[config.mk]
export PLATFORM = sky130hd
export DESIGN_NAME = ee_i2c_seq
export DESIGN_NICKNAME = d
export VERILOG_FILES = /design/src/rtl/ee_i2c_pkg.sv /design/src/rtl/ee_i2c_qtick.sv /design/src/rtl/ee_i2c_bitio.sv /design/src/rtl/ee_i2c_seq.sv
export SDC_FILE = /design/constraint.sdc
export NUM_CORES = 1
export LEC_CHECK = 0
export ABC_AREA = 1
export BUFFER_PORTS_ARGS = -buffer_cell sky130_fd_sc_hd__buf_2
export CAP_MARGIN = 20
export CORE_MARGIN = 1
export CORE_UTILIZATION = 45
export DETAILED_ROUTE_END_ITERATION = 10
export PLACE_DENSITY = 0.66
export SYNTH_ARGS = -nofsm -noshare
export SYNTH_HDL_FRONTEND = slang
export SYNTH_HIERARCHICAL = 1
export SYNTH_SLANG_ARGS = --single-unit
[constraint.sdc]
create_clock -name clk -period 1.78 [get_ports clk]
set_input_delay 0.089 -clock clk [delete_from_list [all_inputs] [get_ports clk]]
set_output_delay 0.089 -clock clk [all_outputs]
set_load 0.02 [all_outputs]
[src/rtl/ee_i2c_pkg.sv]
package ee_i2c_pkg;

   // primitive bus operations run by the bit engine
   typedef enum logic [1:0] {
      OP_START = 2'd0,
      OP_STOP  = 2'd1,
      OP_TX    = 2'd2,
      OP_RX    = 2'd3
   } bus_op_e;

   // externally visible result code
   typedef enum logic [1:0] {
      STS_NONE = 2'd0,
      STS_BUSY = 2'd1,
      STS_OK   = 2'd2,
      STS_ERR  = 2'd3
   } seq_sts_e;

   // transaction phases of the sequencer
   typedef enum logic [3:0] {
      S_IDLE, S_START, S_DEVW, S_AHI, S_ALO, S_WREQ, S_WDATA,
      S_RSTART, S_DEVR, S_RDATA, S_STOP
   } seq_st_e;

endpackage

[src/rtl/ee_i2c_qtick.sv]
module ee_i2c_qtick #(
   parameter int QDIV = 125
) (
   input  logic clk,
   input  logic rst_n,
   input  logic run,
   output logic tick
);

   generate
      if (QDIV == 1) begin : g_pass
         assign tick = run;
      end else begin : g_div
         localparam int CW = $clog2(QDIV);
         localparam logic [CW-1:0] LAST = CW'(QDIV - 1);
         logic [CW-1:0] cnt;

         always_ff @(posedge clk or negedge rst_n) begin
            if (!rst_n)             cnt <= '0;
            else if (!run)          cnt <= '0;
            else if (cnt == LAST)   cnt <= '0;
            else                    cnt <= cnt + CW'(1);
         end

         assign tick = run && (cnt == LAST);
      end
   endgenerate

endmodule

[src/rtl/ee_i2c_bitio.sv]
module ee_i2c_bitio
   import ee_i2c_pkg::*;
(
   input  logic       clk,
   input  logic       rst_n,
   input  logic       tick,
   input  logic       go,
   input  bus_op_e    op,
   input  logic [7:0] tx_byte,
   input  logic       mack,
   input  logic       sda_in,
   output logic       done,
   output logic       ack_ok,
   output logic [7:0] rx_byte,
   output logic       scl_oe,
   output logic       sda_oe
);

   logic       active;
   bus_op_e    op_q;
   logic [1:0] q;
   logic [3:0] bit_i;
   logic [7:0] sh;
   logic       mack_q;
   logic       ack_slot;

   assign ack_slot = bit_i[3];
   assign rx_byte  = sh;

   always_ff @(posedge clk or negedge rst_n) begin
      if (!rst_n) begin
         active <= 1'b0;
         op_q   <= OP_START;
         q      <= '0;
         bit_i  <= '0;
         sh     <= '0;
         mack_q <= 1'b0;
         done   <= 1'b0;
         ack_ok <= 1'b0;
         scl_oe <= 1'b0;
         sda_oe <= 1'b0;
      end else begin
         done <= 1'b0;
         if (!active) begin
            if (go) begin
               active <= 1'b1;
               op_q   <= op;
               q      <= '0;
               bit_i  <= '0;
               sh     <= tx_byte;
               mack_q <= mack;
            end
         end else if (tick) begin
            q <= q + 2'd1;
            case (op_q)
               OP_START: begin
                  case (q)
                     2'd0:    sda_oe <= 1'b0;
                     2'd1:    scl_oe <= 1'b0;
                     2'd2:    sda_oe <= 1'b1;
                     default: begin
                        scl_oe <= 1'b1;
                        active <= 1'b0;
                        done   <= 1'b1;
                     end
                  endcase
               end
               OP_STOP: begin
                  case (q)
                     2'd0:    sda_oe <= 1'b1;
                     2'd1:    scl_oe <= 1'b0;
                     2'd2:    sda_oe <= 1'b0;
                     default: begin
                        active <= 1'b0;
                        done   <= 1'b1;
                     end
                  endcase
               end
               default: begin
                  case (q)
                     2'd0: begin
                        if (ack_slot) sda_oe <= (op_q == OP_RX) && mack_q;
                        else          sda_oe <= (op_q == OP_TX) && !sh[7];
                     end
                     2'd1: scl_oe <= 1'b0;
                     2'd2: begin
                        if (ack_slot) ack_ok <= !sda_in;
                        else          sh     <= {sh[6:0], sda_in};
                     end
                     default: begin
                        scl_oe <= 1'b1;
                        if (ack_slot) begin
                           active <= 1'b0;
                           done   <= 1'b1;
                        end else begin
                           bit_i <= bit_i + 4'd1;
                        end
                     end
                  endcase
               end
            endcase
         end
      end
   end

endmodule

[src/rtl/ee_i2c_seq.sv]
module ee_i2c_seq
   import ee_i2c_pkg::*;
#(
   parameter int         QDIV     = 125,
   parameter logic [7:0] DEV_ADDR = 8'hA0,
   parameter int         LEN_W    = 8
) (
   input  logic             clk,
   input  logic             rst_n,
   input  logic             cmd_valid,
   input  logic             cmd_rd,
   input  logic [15:0]      cmd_addr,
   input  logic [LEN_W-1:0] cmd_len,
   input  logic [7:0]       wr_data,
   input  logic             wr_valid,
   output logic             wr_ready,
   output logic [7:0]       rd_data,
   output logic             rd_valid,
   output logic [1:0]       status,
   output logic             scl_oe,
   output logic             sda_oe,
   input  logic             sda_in
);

   localparam logic [7:0]       DEV_WR  = {DEV_ADDR[7:1], 1'b0};
   localparam logic [7:0]       DEV_RD  = {DEV_ADDR[7:1], 1'b1};
   localparam logic [LEN_W-1:0] LEN_ONE = LEN_W'(1);
   localparam logic [LEN_W-1:0] LEN_TWO = LEN_W'(2);

   generate
      if (QDIV < 1) begin : g_bad_qdiv
         $error("QDIV must be at least 1");
      end
      if (LEN_W < 2) begin : g_bad_len
         $error("LEN_W must be at least 2");
      end
   endgenerate

   seq_st_e          st;
   seq_sts_e         sts;
   logic             rd_q;
   logic [15:0]      addr_q;
   logic [LEN_W-1:0] left_q;
   logic             ok_q;
   logic             eg_go, eg_mack, eg_done, eg_ack, tick;
   bus_op_e          eg_op;
   logic [7:0]       eg_tx, eg_rx;
   logic             last_byte, tx_phase;

   assign last_byte = (left_q == LEN_ONE);
   assign tx_phase  = (st == S_DEVW) || (st == S_AHI) || (st == S_ALO) ||
                      (st == S_WDATA) || (st == S_DEVR);
   assign wr_ready  = (st == S_WREQ);
   assign status    = sts;

   ee_i2c_qtick #(.QDIV(QDIV)) u_tick (
      .clk(clk), .rst_n(rst_n), .run(st != S_IDLE), .tick(tick)
   );

   ee_i2c_bitio u_bit (
      .clk(clk), .rst_n(rst_n), .tick(tick), .go(eg_go), .op(eg_op),
      .tx_byte(eg_tx), .mack(eg_mack), .sda_in(sda_in), .done(eg_done),
      .ack_ok(eg_ack), .rx_byte(eg_rx), .scl_oe(scl_oe), .sda_oe(sda_oe)
   );

   always_ff @(posedge clk or negedge rst_n) begin
      if (!rst_n) begin
         st       <= S_IDLE;
         sts      <= STS_NONE;
         rd_q     <= 1'b0;
         addr_q   <= '0;
         left_q   <= '0;
         ok_q     <= 1'b0;
         eg_go    <= 1'b0;
         eg_op    <= OP_START;
         eg_tx    <= '0;
         eg_mack  <= 1'b0;
         rd_data  <= '0;
         rd_valid <= 1'b0;
      end else begin
         eg_go    <= 1'b0;
         rd_valid <= 1'b0;
         if (eg_done && tx_phase && !eg_ack) begin
            st    <= S_STOP;
            ok_q  <= 1'b0;
            eg_go <= 1'b1;
            eg_op <= OP_STOP;
         end else begin
            case (st)
               S_IDLE: if (cmd_valid) begin
                  if (cmd_len == '0) begin
                     sts <= STS_ERR;
                  end else begin
                     sts    <= STS_BUSY;
                     rd_q   <= cmd_rd;
                     addr_q <= cmd_addr;
                     left_q <= cmd_len;
                     ok_q   <= 1'b0;
                     st     <= S_START;
                     eg_go  <= 1'b1;
                     eg_op  <= OP_START;
                  end
               end
               S_START: if (eg_done) begin
                  st <= S_DEVW; eg_go <= 1'b1; eg_op <= OP_TX; eg_tx <= DEV_WR;
               end
               S_DEVW: if (eg_done) begin
                  st <= S_AHI; eg_go <= 1'b1; eg_op <= OP_TX; eg_tx <= addr_q[15:8];
               end
               S_AHI: if (eg_done) begin
                  st <= S_ALO; eg_go <= 1'b1; eg_op <= OP_TX; eg_tx <= addr_q[7:0];
               end
               S_ALO: if (eg_done) begin
                  if (rd_q) begin
                     st <= S_RSTART; eg_go <= 1'b1; eg_op <= OP_START;
                  end else begin
                     st <= S_WREQ;
                  end
               end
               S_WREQ: if (wr_valid) begin
                  st <= S_WDATA; eg_go <= 1'b1; eg_op <= OP_TX; eg_tx <= wr_data;
               end
               S_WDATA: if (eg_done) begin
                  if (last_byte) begin
                     ok_q <= 1'b1; st <= S_STOP; eg_go <= 1'b1; eg_op <= OP_STOP;
                  end else begin
                     left_q <= left_q - LEN_ONE;
                     st     <= S_WREQ;
                  end
               end
               S_RSTART: if (eg_done) begin
                  st <= S_DEVR; eg_go <= 1'b1; eg_op <= OP_TX; eg_tx <= DEV_RD;
               end
               S_DEVR: if (eg_done) begin
                  st <= S_RDATA; eg_go <= 1'b1; eg_op <= OP_RX; eg_mack <= !last_byte;
               end
               S_RDATA: if (eg_done) begin
                  rd_data  <= eg_rx;
                  rd_valid <= 1'b1;
                  if (last_byte) begin
                     ok_q <= 1'b1; st <= S_STOP; eg_go <= 1'b1; eg_op <= OP_STOP;
                  end else begin
                     left_q  <= left_q - LEN_ONE;
                     eg_go   <= 1'b1;
                     eg_op   <= OP_RX;
                     eg_mack <= (left_q != LEN_TWO);
                  end
               end
               S_STOP: if (eg_done) begin
                  st  <= S_IDLE;
                  sts <= ok_q ? STS_OK : STS_ERR;
               end
               default: st <= S_IDLE;
            endcase
         end
      end
   end

endmodule

==> qor.txt <==
STA
--------------------------------------------------------------------------------------------------
Tcrit/Tclk final ....................................................................        95.1%
Worst slew pin tran .................................................................     0.639 ns
Max Clock Freq ......................................................................    0.591 GHz
Setup repair after global routing missed its margin .................................          yes
Headroom to the max-slew limit ......................................................        57.4%
Time the worst path needs with I/O delays and setup .................................      1.69 ns
Setup violation total in the final timing report ....................................            0
Max-slew violation total from the final report ......................................            0
Final hold vios .....................................................................            0
Final Skew ..........................................................................    0.0120 ns

CRITICAL PATH
--------------------------------------------------------------------------------------------------
Ordered cell list for the critical path ............................................. buf_4, nor2_4, nand2_1, buf_4, inv_2, buf_4
CP max FO ...........................................................................            7
Worst-case register-to-register setup slack .........................................      0.09 ns
Most used cell, CP ..................................................................        buf_4
Data required, critical path ........................................................      1.69 ns
Crit Path Category .................................................................. flop to primary output
Cell depth of the worst flop-to-flop path ...........................................            9
Biggest cell delay along the critical path ..........................................      0.43 ns
Arrival @ worst endpoint ............................................................      1.60 ns
Bufs and invs on worst path .........................................................            4
Type of element launching the critical path .........................................         flop
Crit-path slowest cell ..............................................................      dfrtp_1
Worst R2R End ....................................................................... status[0]$_DFFE_PN0P_
Sort of element at the end of the critical path ..................................... primary output
Critical register-to-register path startpoint ....................................... st[3]$_DFFE_PN0P_
Cell family with the largest share of critical-path delay ........................... buffers and inverters

GRT
--------------------------------------------------------------------------------------------------
Largest net degree at the start of global routing ...................................           39
Leftover overflow at the end of global routing ......................................            0
Tot GR Track Use ....................................................................        21.2%
Antenna violations before repair ....................................................            0
Wire length of the first global-routing pass ........................................     18600 µm
Number of global-route vias before repair ...........................................         4179

LOGIC SYNTHESIS
--------------------------------------------------------------------------------------------------
Net Count, Synth ....................................................................          671
Number of synthesis warnings ........................................................            6
Synth Register Bits .................................................................           82
Post-Syn Area .......................................................................  0.00477 mm²
Synthesized instance count ..........................................................          622
Number of different library cells in the post-synthesis netlist .....................           40
Mean cell area of the mapped netlist ................................................     7.67 µm²
Post-synthesis sequential area ratio ................................................        43.0%

DETAILED ROUTING
--------------------------------------------------------------------------------------------------
Iteration count of the initial detailed-routing pass ................................            5
Vias after detailed routing .........................................................         4277
Remaining antenna violation count after routing .....................................            0
DRC Markers .........................................................................            0
Number of DRC markers after the initial detailed-route iteration ....................          223
Detail-routed via count per cell ....................................................         4.93
Overall routed net length ...........................................................     10700 µm
Detail-routed net length per standard cell ..........................................      12.3 µm

FLOORPLAN
--------------------------------------------------------------------------------------------------
Horizontal die dimension ............................................................       105 µm
Cell Rows ...........................................................................           37
Vert. Die Dim .......................................................................       105 µm
Starting density of the core ........................................................        46.2%
Floorplan Core Area .................................................................   0.0103 mm²
Die ar. .............................................................................   0.0110 mm²
Count of boundary I/O pins ..........................................................           52

STATUS
--------------------------------------------------------------------------------------------------
Status ..............................................................................    completed

PWR
--------------------------------------------------------------------------------------------------
Power per cell area .................................................................  1370 mW/mm²
Leakage power figure ................................................................      3.12 nW
Peak ir drop on the vdd network .....................................................   0.000920 V
Overall power .......................................................................      7.98 mW

WORST HOLD PATH
--------------------------------------------------------------------------------------------------
Min-Delay Path Class ................................................................ input pin to flop
Hold-critical path endpoint ......................................................... left_q[5]$_DFFE_PN0P_
Number of cells on the worst hold path ..............................................            3
Beginning of the worst hold path ....................................................   cmd_len[5]

RUN
--------------------------------------------------------------------------------------------------
Number of max-capacitance violations reported .......................................            0

CTS
--------------------------------------------------------------------------------------------------
Clk sink count ......................................................................           82
Number of buffers between clock root and the deepest sink ...........................            2
Cell at the root of the clock tree ..................................................     clkbuf_8
TritonCTS buffer count ..............................................................            9
Clock transition time at the flip-flop clock pins of the worst setup and hold paths .      0.09 ns
Count of H-tree levels built during CTS .............................................            3
CTS tree ............................................................................          yes
Clock Latency Late Sink .............................................................      0.36 ns

PLACEMENT
--------------------------------------------------------------------------------------------------
Post-DP HPWL ........................................................................      7990 µm
Gp weighted congestion ..............................................................        0.894
Number of buffers added on ports ....................................................           51
Cell total after placement ..........................................................          827

CELLS AND AREA
--------------------------------------------------------------------------------------------------
Fill cells ..........................................................................          924
Commonest non-fill, non-tap cell in the layout ......................................      nand2_1
Antenna diode count .................................................................            0
Proportion of layout cells with a drive suffix above 1 ..............................        23.9%
Relative area change from synthesis to final layout .................................        22.3%
Net count of the finished layout ....................................................          776
Filler-free cell count of the finished design .......................................          868
Commonest non-fill, non-tap cells in the layout ..................................... nand2_1 (235), dfrtp_1 (80), inv_1 (60), buf_2 (49), nor2_1 (45)

## worst reg2reg max path, delay by kind of cell, from the launching register on
kind / cells / cell delay (ns)
AND/OR/NAND/NOR: 5 / 0.52
flip-flops: 1 / 0.43
buffers and inverters: 2 / 0.31
AO/OA/AOI/OAI: 2 / 0.30
## power by group
group / switching (mW) / internal, mW
logic: 2.27 / 1.52
clock network: 0.754 / 0.673
registers: 0.375 / 2.39
## metal layers
metal / GRT usage, % / up-vias / routed length, µm
met3: 3.18 / 16 / 359
met4: 9.76 / 0 / 194
met2: 36.5 / 96 / 5260
li1: - / 2169 / -
met1: 26.2 / 1996 / 4860
met5: 0 / - / 0
## cell families (layout without fill, tap and decap cells)
group / count (synthesis) / after routing / share of synthesized area [%]
multiplexers: 11 / 11 / 2.54
XOR/XNOR: 6 / 6 / 1.10
flip-flops: 82 / 82 / 43.0
AO/OA/AOI/OAI: 58 / 58 / 6.77
adder cells (fa/ha/maj): 11 / 11 / 2.88
AND/OR/NAND/NOR: 374 / 374 / 35.8
buffers and inverters: 80 / 190 / 7.89
## area by class of cell
| type | count | area (µm²) | area share [%] |
|---|---|---|---|
| tap | 136 | 170 | 2.92 |
| inverter | 69 | 269 | 4.61 |
| clock buffer | 9 | 124 | 2.12 |
| multi-input combinational | 460 | 2410 | 41.2 |
| clock inverter | 7 | 81.3 | 1.39 |
| sequential | 82 | 2050 | 35.2 |
| timing repair buffer | 105 | 729 | 12.5 |
## sequential cells by signal, indices dropped and copies added, names as in the netlist, 2 cells and up
register and cells:
addr_q 16, eg_tx 8, left_q 8, rd_data 8
u_bit/rx_byte 8, u_tick/g_div.cnt 7, st 4, u_bit/bit_i 4
eg_op 2, status 2, u_bit/op_q 2, u_bit/q 2
## synth_stat cells, drive strengths merged
cell | count | area [µm²]
xor2 | 2 | 17.5
o221ai | 1 | 8.76
nand3b | 1 | 7.51
xnor2 | 4 | 35.0
ha | 11 | 138
a21boi | 1 | 7.51
nand4 | 14 | 93.8
o21ai | 35 | 186
o211ai | 2 | 15.0
nand2 | 254 | 1030
nand3 | 34 | 193
mux2 | 9 | 101
nor2 | 69 | 372
buf | 11 | 108
a21oi | 17 | 92.6
inv | 69 | 269
dfrtp | 82 | 2050
a31oi | 1 | 6.26
mux2i | 2 | 20.0
nor3 | 2 | 10.0
o22ai | 1 | 6.26
## metrics by stage
stage	hold WS (ns)	area [µm²]	utilization [%]	setup WS [ns]	setup TNS, ns
3_5_place_dp	0.0850	5320	51.5	0.0187	0
5_1_grt	0.0392	5830	56.5	-0.0345	-0.141
6_report	0.0209	5830	56.5	0.0867	0
2_1_floorplan	-0.207	4770	-	0.0697	0
3_3_place_gp	0.0793	5320	51.5	0.0267	0
4_1_cts	0.00650	5740	55.6	0.0246	0
## timing repair
item	CTS	global route
endpoints found under the setup margin	3	39
pin swaps	1	5
hold buffers	19	0
gates resized for setup	3	19
hold endpoints to repair	53	0
setup buffers	2	4
## worst max path at each step
stage / startpoint / end / depth (start not counted)
floorplan: st[3]$_DFFE_PN0P_ / addr_q[12]$_DFFE_PN0P_ / 7
global placement: st[1]$_DFFE_PN0P_ / left_q[1]$_DFFE_PN0P_ / 10
detailed placement: st[1]$_DFFE_PN0P_ / left_q[1]$_DFFE_PN0P_ / 10
CTS: st[2]$_DFFE_PN0P_ / status[0]$_DFFE_PN0P_ / 9
global route: st[1]$_DFFE_PN0P_ / u_bit/ack_ok$_DFFE_PN0P_ / 9
finish: st[3]$_DFFE_PN0P_ / wr_ready / 6
No activity file was read; power rests on OpenSTA's default activity.
